===== config.mk =====
export PLATFORM = sky130hd
export DESIGN_NAME = sram_cycle_ctrl
export DESIGN_NICKNAME = d
export VERILOG_FILES = /design/src/rtl/sramc_pkg.sv /design/src/rtl/sramc_span_counter.sv /design/src/rtl/sramc_seq.sv /design/src/rtl/sramc_pins.sv /design/src/rtl/sram_cycle_ctrl.sv
export SDC_FILE = /design/constraint.sdc
export NUM_CORES = 1
export LEC_CHECK = 0
export ABC_AREA = 1
export ABC_CLOCK_PERIOD_IN_PS = 1830
export BUFFER_PORTS_ARGS = -buffer_cell sky130_fd_sc_hd__buf_2
export CORE_AREA = 2 2 70 72
export CTS_CLUSTER_DIAMETER = 80
export DETAILED_ROUTE_END_ITERATION = 6
export DIE_AREA = 0 0 72 74
export HOLD_SLACK_MARGIN = 0.1
export PLACE_DENSITY = 0.7
export REMOVE_ABC_BUFFERS = 1
export SLEW_MARGIN = 0
export SYNTH_ARGS = -nofsm -noshare
export SYNTH_HDL_FRONTEND = slang
export SYNTH_SLANG_ARGS = --single-unit

===== constraint.sdc =====
create_clock -name clk -period 1.83 [get_ports clk]
set_input_delay 0.0915 -clock clk [delete_from_list [all_inputs] [get_ports clk]]
set_output_delay 0.0915 -clock clk [all_outputs]
set_load 0.005 [all_outputs]

===== src/rtl/sramc_pkg.sv =====
// Shared types and elaboration helpers for the SRAM cycle controller.
// Assumes: all timing arguments are non-negative integers in ns.
package sramc_pkg;

    typedef enum logic [2:0] {
        ST_IDLE,
        ST_RD_WAIT,
        ST_RD_CAPT,
        ST_WR_SETUP,
        ST_WR_PULSE,
        ST_WR_END,
        ST_STANDBY,
        ST_RECOVER
    } sramc_state_e;

    // Integer division rounded up.
    function automatic int cdiv(input int num, input int den);
        return (num + den - 1) / den;
    endfunction

    // Larger of two integers.
    function automatic int imax(input int a, input int b);
        return (a > b) ? a : b;
    endfunction

endpackage


===== src/rtl/sramc_span_counter.sv =====
// Down-counter that times one phase of the sequencer.
// Assumes: load_val is the phase length minus one; expired is high
// in the last cycle of the phase.
module sramc_span_counter #(
    parameter int CNT_W = 4
) (
    input  logic             clk,
    input  logic             rst_n,
    input  logic             load,
    input  logic [CNT_W-1:0] load_val,
    output logic             expired
);

    logic [CNT_W-1:0] cnt_q;

    // Load at phase entry, then count down to zero and hold.
    always_ff @(posedge clk) begin
        if (!rst_n) begin
            cnt_q <= '0;
        end else if (load) begin
            cnt_q <= load_val;
        end else if (cnt_q != '0) begin
            cnt_q <= cnt_q - 1'b1;
        end
    end

    assign expired = (cnt_q == '0);

endmodule


===== src/rtl/sramc_seq.sv =====
// Access sequencer: picks the next phase, times each phase with a
// span counter and issues accept, capture and done.
// Assumes: phase lengths are at least one cycle; requests are held by
// the host until accepted.
module sramc_seq
    import sramc_pkg::*;
#(
    parameter int RD_CYC   = 7,
    parameter int WP_CYC   = 5,
    parameter int WEND_CYC = 1,
    parameter int REC_CYC  = 7,
    parameter int CNT_W    = 3
) (
    input  logic         clk,
    input  logic         rst_n,
    input  logic         req,
    input  logic         req_write,
    input  logic         standby_req,
    output sramc_state_e state_q,
    output sramc_state_e state_d,
    output logic         accept,
    output logic         capture,
    output logic         done
);

    logic             expired;
    logic             ld;
    logic [CNT_W-1:0] ld_val;
    logic             done_q;
    logic [15:0]      rec_run;

    sramc_span_counter #(.CNT_W(CNT_W)) u_span (
        .clk      (clk),
        .rst_n    (rst_n),
        .load     (ld),
        .load_val (ld_val),
        .expired  (expired)
    );

    assign accept  = (state_q == ST_IDLE) && !standby_req && req;
    assign capture = (state_q == ST_RD_CAPT);

    // Next-phase selection.
    always_comb begin
        state_d = state_q;
        case (state_q)
            ST_IDLE: begin
                if (standby_req)      state_d = ST_STANDBY;
                else if (req)         state_d = req_write ? ST_WR_SETUP : ST_RD_WAIT;
            end
            ST_RD_WAIT:  if (expired) state_d = ST_RD_CAPT;
            ST_RD_CAPT:               state_d = ST_IDLE;
            ST_WR_SETUP:              state_d = ST_WR_PULSE;
            ST_WR_PULSE: if (expired) state_d = ST_WR_END;
            ST_WR_END:   if (expired) state_d = ST_IDLE;
            ST_STANDBY:  if (!standby_req) state_d = ST_RECOVER;
            ST_RECOVER:  if (expired) state_d = ST_IDLE;
            default:                  state_d = ST_IDLE;
        endcase
    end

    // Phase length loaded on every phase change.
    always_comb begin
        ld     = (state_d != state_q);
        ld_val = '0;
        case (state_d)
            ST_RD_WAIT:  ld_val = CNT_W'(RD_CYC - 1);
            ST_WR_PULSE: ld_val = CNT_W'(WP_CYC - 1);
            ST_WR_END:   ld_val = CNT_W'(WEND_CYC - 1);
            ST_RECOVER:  ld_val = CNT_W'(REC_CYC - 1);
            default:     ld_val = '0;
        endcase
    end

    // Phase register and end-of-access pulse.
    always_ff @(posedge clk) begin
        if (!rst_n) begin
            state_q <= ST_IDLE;
            done_q  <= 1'b0;
        end else begin
            state_q <= state_d;
            done_q  <= (state_q == ST_RD_CAPT) || ((state_q == ST_WR_END) && expired);
        end
    end

    assign done = done_q;

    // Length of the current recovery phase, for the checker below.
    always_ff @(posedge clk) begin
        if (!rst_n)                    rec_run <= '0;
        else if (state_q == ST_RECOVER) rec_run <= rec_run + 1'b1;
        else                           rec_run <= '0;
    end

    AST_DONE_ONE_CYCLE: assert property (@(posedge clk) disable iff (!rst_n)
        done |=> !done);
    AST_RECOVER_FULL: assert property (@(posedge clk) disable iff (!rst_n)
        ($past(state_q) == ST_RECOVER && state_q != ST_RECOVER) |-> (rec_run == 16'(REC_CYC)));

endmodule


===== src/rtl/sramc_pins.sv =====
// Memory-side registers: strobes registered from the next phase so
// they never glitch, plus held address, write data and read result.
// Assumes: state_d is the sequencer's next phase for the same edge.
module sramc_pins
    import sramc_pkg::*;
#(
    parameter int ADDR_W = 17,
    parameter int DATA_W = 8,
    parameter int WP_CYC = 5
) (
    input  logic              clk,
    input  logic              rst_n,
    input  sramc_state_e      state_d,
    input  logic              accept,
    input  logic              capture,
    input  logic [ADDR_W-1:0] req_addr,
    input  logic [DATA_W-1:0] req_wdata,
    input  logic [DATA_W-1:0] mem_din,
    output logic [ADDR_W-1:0] mem_addr,
    output logic [DATA_W-1:0] mem_dout,
    output logic              mem_doe,
    output logic              mem_cs1_n,
    output logic              mem_cs2,
    output logic              mem_we_n,
    output logic              mem_oe_n,
    output logic [DATA_W-1:0] rdata
);

    logic        sel_d, we_d, oe_d;
    logic [15:0] we_run;

    // Strobe decode of the next phase.
    always_comb begin
        sel_d = (state_d == ST_RD_WAIT)  || (state_d == ST_RD_CAPT) ||
                (state_d == ST_WR_SETUP) || (state_d == ST_WR_PULSE) ||
                (state_d == ST_WR_END);
        we_d  = (state_d == ST_WR_PULSE);
        oe_d  = (state_d == ST_RD_WAIT) || (state_d == ST_RD_CAPT);
    end

    // Registered strobes.
    always_ff @(posedge clk) begin
        if (!rst_n) begin
            mem_cs1_n <= 1'b1;
            mem_cs2   <= 1'b0;
            mem_we_n  <= 1'b1;
            mem_oe_n  <= 1'b1;
            mem_doe   <= 1'b0;
        end else begin
            mem_cs1_n <= !sel_d;
            mem_cs2   <= sel_d;
            mem_we_n  <= !we_d;
            mem_oe_n  <= !oe_d;
            mem_doe   <= we_d;
        end
    end

    // Address and write data held from acceptance to the next one.
    always_ff @(posedge clk) begin
        if (!rst_n) begin
            mem_addr <= '0;
            mem_dout <= '0;
        end else if (accept) begin
            mem_addr <= req_addr;
            mem_dout <= req_wdata;
        end
    end

    // Read result sampled in the capture cycle.
    always_ff @(posedge clk) begin
        if (!rst_n)       rdata <= '0;
        else if (capture) rdata <= mem_din;
    end

    // Width of the current write pulse, for the checker below.
    always_ff @(posedge clk) begin
        if (!rst_n)        we_run <= '0;
        else if (!mem_we_n) we_run <= we_run + 1'b1;
        else               we_run <= '0;
    end

    AST_WE_NEEDS_SELECT: assert property (@(posedge clk) disable iff (!rst_n)
        !mem_we_n |-> (!mem_cs1_n && mem_cs2));
    AST_NO_OE_IN_WRITE: assert property (@(posedge clk) disable iff (!rst_n)
        !(!mem_we_n && !mem_oe_n));
    AST_WE_PULSE_MIN: assert property (@(posedge clk) disable iff (!rst_n)
        $rose(mem_we_n) |-> (we_run >= 16'(WP_CYC)));
    AST_ADDR_HELD: assert property (@(posedge clk) disable iff (!rst_n)
        (!mem_cs1_n && $past(!mem_cs1_n)) |-> ($stable(mem_addr) && $stable(mem_dout)));

endmodule


===== src/rtl/sram_cycle_ctrl.sv =====
// Top of the asynchronous SRAM cycle controller. Converts ns timing
// minimums to cycle counts and joins the sequencer and pin registers.
// Assumes: CLK_PERIOD_NS > 0; host holds req until it is accepted.
module sram_cycle_ctrl
    import sramc_pkg::*;
#(
    parameter int ADDR_W        = 17,
    parameter int DATA_W        = 8,
    parameter int CLK_PERIOD_NS = 10,
    parameter int T_CYCLE_NS    = 70,
    parameter int T_OE_NS       = 40,
    parameter int T_WP_NS       = 50,
    parameter int T_CW_NS       = 60,
    parameter int T_DW_NS       = 30
) (
    input  logic              clk,
    input  logic              rst_n,
    input  logic              req,
    input  logic              req_write,
    input  logic [ADDR_W-1:0] req_addr,
    input  logic [DATA_W-1:0] req_wdata,
    input  logic              standby_req,
    output logic              busy,
    output logic              done,
    output logic [DATA_W-1:0] rdata,
    output logic [ADDR_W-1:0] mem_addr,
    output logic [DATA_W-1:0] mem_dout,
    output logic              mem_doe,
    output logic              mem_cs1_n,
    output logic              mem_cs2,
    output logic              mem_we_n,
    output logic              mem_oe_n,
    input  logic [DATA_W-1:0] mem_din
);

    localparam int RC_CYC   = imax(1, cdiv(T_CYCLE_NS, CLK_PERIOD_NS));
    localparam int OE_CYC   = imax(1, cdiv(T_OE_NS, CLK_PERIOD_NS));
    localparam int WPR_CYC  = imax(1, cdiv(T_WP_NS, CLK_PERIOD_NS));
    localparam int CW_CYC   = imax(1, cdiv(T_CW_NS, CLK_PERIOD_NS));
    localparam int DW_CYC   = imax(1, cdiv(T_DW_NS, CLK_PERIOD_NS));
    localparam int RD_CYC   = imax(RC_CYC, OE_CYC);
    localparam int WP_CYC   = imax(imax(WPR_CYC, DW_CYC), imax(CW_CYC - 1, 1));
    localparam int WEND_CYC = imax(1, RC_CYC - 1 - WP_CYC);
    localparam int REC_CYC  = RC_CYC;
    localparam int CNT_MAX  = imax(imax(RD_CYC, WP_CYC), imax(WEND_CYC, REC_CYC));
    localparam int CNT_W    = imax(1, $clog2(CNT_MAX + 1));

    sramc_state_e state_q, state_d;
    logic         accept, capture;

    sramc_seq #(
        .RD_CYC   (RD_CYC),
        .WP_CYC   (WP_CYC),
        .WEND_CYC (WEND_CYC),
        .REC_CYC  (REC_CYC),
        .CNT_W    (CNT_W)
    ) u_seq (
        .clk         (clk),
        .rst_n       (rst_n),
        .req         (req),
        .req_write   (req_write),
        .standby_req (standby_req),
        .state_q     (state_q),
        .state_d     (state_d),
        .accept      (accept),
        .capture     (capture),
        .done        (done)
    );

    sramc_pins #(
        .ADDR_W (ADDR_W),
        .DATA_W (DATA_W),
        .WP_CYC (WP_CYC)
    ) u_pins (
        .clk       (clk),
        .rst_n     (rst_n),
        .state_d   (state_d),
        .accept    (accept),
        .capture   (capture),
        .req_addr  (req_addr),
        .req_wdata (req_wdata),
        .mem_din   (mem_din),
        .mem_addr  (mem_addr),
        .mem_dout  (mem_dout),
        .mem_doe   (mem_doe),
        .mem_cs1_n (mem_cs1_n),
        .mem_cs2   (mem_cs2),
        .mem_we_n  (mem_we_n),
        .mem_oe_n  (mem_oe_n),
        .rdata     (rdata)
    );

    assign busy = (state_q != ST_IDLE);

    AST_STANDBY_DESELECTED: assert property (@(posedge clk) disable iff (!rst_n)
        (state_q == ST_STANDBY || state_q == ST_RECOVER) |-> (mem_cs1_n && !mem_cs2 && busy));
    AST_IDLE_DESELECTED: assert property (@(posedge clk) disable iff (!rst_n)
        !busy |-> (mem_cs1_n && !mem_cs2 && mem_we_n && mem_oe_n && !mem_doe));

endmodule


==> impl_metrics.yaml, run 1 <==
clock_tree:
  cts_sinks: 45
  cts_tree: "yes"
  cts_root_buf: "clkbuf_8"
  cts_buffers: 5
  htree_levels: 2
  cts_buffer_depth: 2
  clock_latency_ps: 300
  clk_pin_slew_ps: 90
die:
  die_area_um2: 5330
  fp.dieW_um: 72
  initial_core_util_pct: 40.8
  ios: 78
  core_area_um2: 4600
  rows: 25
  die_h_um: 74
route:
  drt_iter0_drc: 49
  viasPerCell: 4.63
  antenna_left: 0
  dr.pass1.iters: 4
  avgRoutedWirePerCell_um: 11.5
  dr_total_vias: 1930
  drc: 0
  wirelength_um: 4790
timing:
  rsz0062_at_grt: "true"
  hold-worst-slack_ps: 138
  setup_viol: 0
  min_period_ps: 1780
  finalCritPeriodShare_pct: 97.5
  slew_viol_final: 0
  max_freq_mhz: 560
  skew_ps: 10.7
  final_hold_viol_count: 0
  max_slew_margin_pct: 72.4
  worst_pin_slew_ps: 413
critical_path:
  critical_path_required_ps: 2040
  r2r_slack_ps: 50
  cp_max_fo: 5
  arrival_ps: 2000
  critPathKind: "reg -> reg"
  crit_path_start_kind: "flip-flop"
  crit_path_end_kind: "flip-flop"
logic_synthesis:
  synth.distinct_cells: 23
  ys_ff_latch: 45
  synthTopCellsByArea: "dfxtp_1, nand2_1, a21oi_1, inv_1, nand3_1"
  synth.cell_area_um2: 1870
  synth_ff_type: "dfxtp_1"
  yosys-top-cells-count: "nand2_1, dfxtp_1, a21oi_1"
  synth_top_cell_area_share_pct: 48.1
  yosysWarnings: 0
  synth.avg_cell_area_um2: 7.47
  yosysSeqAreaShare_pct: 48.1
  yosys.area.top_type: "dfxtp_1"
  synthCells: 251
  synth-edff-count: 0
  yosysMostFrequentCell: "nand2_1"
  async_reset_ff_share_pct: 0
grt:
  grt_pass1_vias: 1761
  grt_max_degree: 26
  antenna_found_initial: 0
  gr-usage-all-layers_pct: 18.0
  grt_pass1_wl_um: 7550
  gr-total-overflow: 0
finish:
  drive_gt1_share_pct: 35.0
  nNetsFinal: 402
  synthToLayoutAreaGrowth_pct: 50.7
  num_antenna_cells: 0
  fill_cells: 397
place:
  gp_congestion: 0.929
  hpwl_um: 2980
  io_buffers: 77
power:
  p_leak_nw: 1.33
  total_power_mw: 4.21
  powerDensity_nw_per_um2: 1490
  peakVddDrop_mv: 0.721
job:
  drv_cap: 0
hold_path:
  min_path_type: "in -> reg"
run_status:
  status: "finished, final reports clean"
flip-flops by register name, summed over array words and instances, names as in the netlist:
register	count
u_pins.mem_doe	1
u_pins.mem_cs2	1
u_pins.mem_addr	17
u_pins.mem_dout	8
u_seq.u_span.cnt_q	3
u_seq.done	1
u_pins.mem_cs1_n	1
u_pins.mem_oe_n	1
u_pins.rdata	8
u_pins.mem_we_n	1
u_seq.state_q	3
cell type report:
| cell class | count | area (um2) | share of cell area (%) |
|---|---|---|---|
| Sequential cell | 45 | 903 | 32.0 |
| Multi-Input combinational cell | 163 | 861 | 30.5 |
| Timing Repair Buffer | 116 | 764 | 27.1 |
| Inverter | 31 | 116 | 4.12 |
| Clock buffer | 6 | 72.6 | 2.57 |
| Tap cell | 54 | 67.6 | 2.39 |
| Clock inverter | 2 | 38.8 | 1.37 |
kinds of logic after synthesis:
kind of cell,after synthesis,synth area share (%)
buf+inv,43,9.61
compound gates,47,13.4
flops,45,48.1
fa+ha+maj,2,1.33
simple gates,114,27.6
path summary, 6_finish.rpt:
path | start | to | cells past startpoint
setup / recovery | u_seq.u_span.cnt_q[1] | u_seq.u_span.cnt_q[0] | 13
hold / removal | rst_n | u_seq.state_q[0] | 3
setup reg to reg | u_seq.u_span.cnt_q[1] | u_seq.u_span.cnt_q[0] | 13
hold reg to reg | u_pins.rdata[2] | u_pins.rdata[2] | 2
worst max-delay path, stage by stage, from the launching register on:
cell and delay [ps]:
dfxtp_2 340, inv_2 40, ha_4 150, ha_4 160, nand2_2 70, inv_2 30
nand2_1 40, nand2_1 60, nor2_2 160, nand4_1 160, nand2_4 130, nand2_4 60
buf_6 110, a211oi_2 160
through the flow:
step | util, % | setup TNS [ps] | setup WS (ps) | instances | instance area [um2]
after floorplan | - | 0 | 54.6 | 239 | 1810
after global placement | 50.0 | -39.7 | -27.4 | 375 | 2300
after detailed placement | 50.0 | -136 | -62.4 | 375 | 2300
after CTS | 59.8 | 0 | 15.3 | 416 | 2750
after global routing | 61.4 | -321 | -90.4 | 417 | 2820
final | 61.4 | 0 | 45.5 | 417 | 2820
cells in the final DEF (no fill, tap or decap):
cell type,count
a211oi_2,1
nand3_2,2
inv_2,10
nor2_2,3
clkbuf_8,5
or2_2,1
buf_2,77
nand2_1,68
buf_4,5
nand4_1,3
dlygate4sd3_1,33
a21oi_2,2
dfxtp_1,43
a21oi_1,34
nand3_1,12
clkinv_4,1
inv_1,21
nor2_1,11
o21ai_0,10
nor3_4,1
dfxtp_2,2
clkbuf_1,1
bufinv_16,1
nand2_2,7
buf_6,1
nand3_4,2
nand2_4,2
nor2_4,2
ha_4,2
repair_timing:
| item | 4_1_cts | 5_1_grt |
|---|---|---|
| pin swaps | 1 | 10 |
| setup buffers | 0 | 1 |
| endpoints found under the setup margin | 4 | 7 |
| cloned | 0 | 0 |
| gates resized for setup | 2 | 20 |
| endpoints found under the hold margin | 33 | 0 |
| hold buffers | 33 | 0 |
per-layer routing:
layer  vias to the layer above  GRT usage [%]  part of all wire [%]
met5                         -              0                     0
met4                         0           7.34                   2.4
li1                       1011              -                     -
met3                        10           4.34                   4.5
met2                        56           32.2                    50
met1                       853           20.7                    43
where the power goes:
part	switching (mW)	total [mW]	leakage (nW)	internal [mW]
Sequential	0.173	1.40	0.368	1.23
Combinational	1.19	2.07	0.907	0.881
Clock	0.334	0.744	0.0554	0.410
Total	1.69	4.21	1.33	2.52
Power figures use the tool's default switching activity.
==> run 2, diff against run 1 <==
--- a/config.mk
+++ b/config.mk
@@ -8,12 +8,13 @@
 export ABC_AREA = 1
 export ABC_CLOCK_PERIOD_IN_PS = 1830
 export BUFFER_PORTS_ARGS = -buffer_cell sky130_fd_sc_hd__buf_2
-export CORE_AREA = 2 2 70 72
+export CORE_AREA = 2 2 69 71
+export CTS_BUF_LIST = sky130_fd_sc_hd__clkbuf_8
 export CTS_CLUSTER_DIAMETER = 80
 export DETAILED_ROUTE_END_ITERATION = 6
-export DIE_AREA = 0 0 72 74
+export DIE_AREA = 0 0 71 73
 export HOLD_SLACK_MARGIN = 0.1
-export PLACE_DENSITY = 0.7
+export PLACE_DENSITY = 0.72
 export REMOVE_ABC_BUFFERS = 1
 export SLEW_MARGIN = 0
 export SYNTH_ARGS = -nofsm -noshare
==> impl_metrics.yaml, run 2 (synthesis gave the netlist of run 1 again) <==
run_status:
  status: "finished, final reports clean"
route:
  avgRoutedWirePerCell_um: 11.8
  wirelength_um: 4900
  dr_total_vias: 1921
  viasPerCell: 4.61
  dr.pass1.iters: 4
  drc: 0
  drt_iter0_drc: 95
  antenna_left: 0
critical_path:
  arrival_ps: 1970
  max_stage_delay_ps: 350
  critical_path_required_ps: 2040
  critPathKind: "reg -> reg"
  cpMaxStageDelayCell: "dfxtp_2"
  cpMostUsedCell: "inv_2"
  cp_max_fo: 5
  path_buf_inv: 4
  crit_path_end_kind: "flip-flop"
  cp_top_family: "simple AND/OR/NAND/NOR gates"
  crit_path_start_kind: "flip-flop"
  path_cells: "inv_2 > ha_4 > ha_4 > nand2_2 > inv_2 > nand2_1 > nand2_1 > nor2_2 > nand3_2 > nand2_1 > inv_2 > nor2_2 > nor2_2 > a21oi_2 > inv_2"
grt:
  gr-total-overflow: 0
  grt_pass1_wl_um: 7600
  grt_pass1_vias: 1699
  antenna_found_initial: 0
  gr-usage-all-layers_pct: 18.6
  grt_max_degree: 29
finish:
  multi_input_comb_area_um2: 851
  register_area_um2: 906
  fill_cells: 391
  layout_common_cells: "buf_2, nand2_1, dfxtp_1"
  largest_reg_flops: 17
  final_common_cell: "buf_2"
  largest-register: "u_pins.mem_addr"
  synthToLayoutAreaGrowth_pct: 48.9
  num_antenna_cells: 0
  nNetsFinal: 402
  drive_gt1_share_pct: 36.1
  largestRegisters: "u_pins.mem_addr: 17 flops, u_pins.mem_dout: 8 flops, u_pins.rdata: 8 flops"
timing:
  fin_setup_tns_ps: 0
  slew_viol_final: 0
  worst_pin_slew_ps: 420
  skew_ps: 6.01
  rsz0062_at_grt: "true"
  final_hold_viol_count: 0
  setup_viol: 0
  min_period_ps: 1770
  max_freq_mhz: 566
  max_slew_margin_pct: 72.0
  finalCritPeriodShare_pct: 96.6
  hold-worst-slack_ps: 119
  layout_setup_ws_ps: 61.8
place:
  io_buffers: 77
  dp_slack_ps: -36.1
  hpwl_um: 3130
  gp_congestion: 0.833
clock_tree:
  htree_levels: 2
  cts_root_buf: "clkbuf_8"
  cts_buffers: 5
  clock_latency_ps: 300
  clk_pin_slew_ps: 90
  cts_buffer_depth: 2
  cts_tree: "yes"
  cts_sinks: 45
die:
  die_area_um2: 5180
  rows: 25
  die_h_um: 73
  core_area_um2: 4540
  initial_core_util_pct: 41.3
  ios: 78
  fp.dieW_um: 71
power:
  p_leak_nw: 1.32
  peakVddDrop_mv: 0.662
  powerDensity_nw_per_um2: 1440
job:
  drv_cap: 0
hold_path:
  min_path_type: "in -> reg"
==> run 2: layer usage <==
metal	GRT usage [%]	up-vias	wire length (um)	share of wire, %
li1	-	1015	-	-
met1	21.9	845	2140	44
met2	32.2	50	2460	50
met3	4.83	11	209	4.3
met4	7.55	0	90	1.8
met5	0	-	0	0
==> run 2: layout make-up <==
class	count	area share, %
Clock buffer	5	2.47
Clock inverter	3	0.762
Inverter	31	4.17
Multi-Input combinational cell	163	30.5
Sequential cell	45	32.5
Tap cell	54	2.42
Timing Repair Buffer	116	27.3
==> run 2: power breakdown <==
group | internal [mW] | leakage [nW] | switching [mW] | total [mW]
sequential | 1.24 | 0.369 | 0.182 | 1.42
clock | 0.271 | 0.0445 | 0.352 | 0.623
combinational | 0.834 | 0.908 | 1.15 | 1.99
==> run 2: final timing paths <==
kind | startpoint | endpoint | slack (ps) | depth (start not counted)
min reg2reg | u_pins.rdata[6] | u_pins.rdata[6] | 450 | 2
max | u_seq.u_span.cnt_q[1] | u_pins.mem_cs2 | 60 | 15
min | rst_n | u_seq.u_span.cnt_q[2] | 120 | 3
max reg2reg | u_seq.u_span.cnt_q[1] | u_pins.mem_cs2 | 60 | 15
==> run 2: timing repair <==
item,4_1_cts,5_1_grt
pin swaps,0,8
setup buffers,0,0
endpoints found under the hold margin,33,0
hold buffers,33,0
resized for setup,1,22
endpoints found under the setup margin,4,7
==> run 2: metrics by stage <==
| stage | utilization (%) | std cells | power (mW) | cell area, um2 |
|---|---|---|---|---|
| finish | 61.5 | 417 | 4.03 | 2790 |
| global route | 61.5 | 417 | 4.37 | 2790 |
| CTS | 60.2 | 417 | 3.86 | 2730 |
| detailed placement | 50.9 | 376 | 3.17 | 2310 |
| global placement | 50.9 | 376 | 3.11 | 2310 |
| floorplan | - | 239 | 2.58 | 1810 |
==> run 2: worst register-to-register path: stages, from the launching register on <==
cell and delay (ps):
dfxtp_2 350, inv_2 50, ha_4 160, ha_4 170, nand2_2 70, inv_2 40, nand2_1 40, nand2_1 50
nor2_2 140, nand3_2 130, nand2_1 100, inv_2 40, nor2_2 110, nor2_2 60, a21oi_2 130, inv_2 40
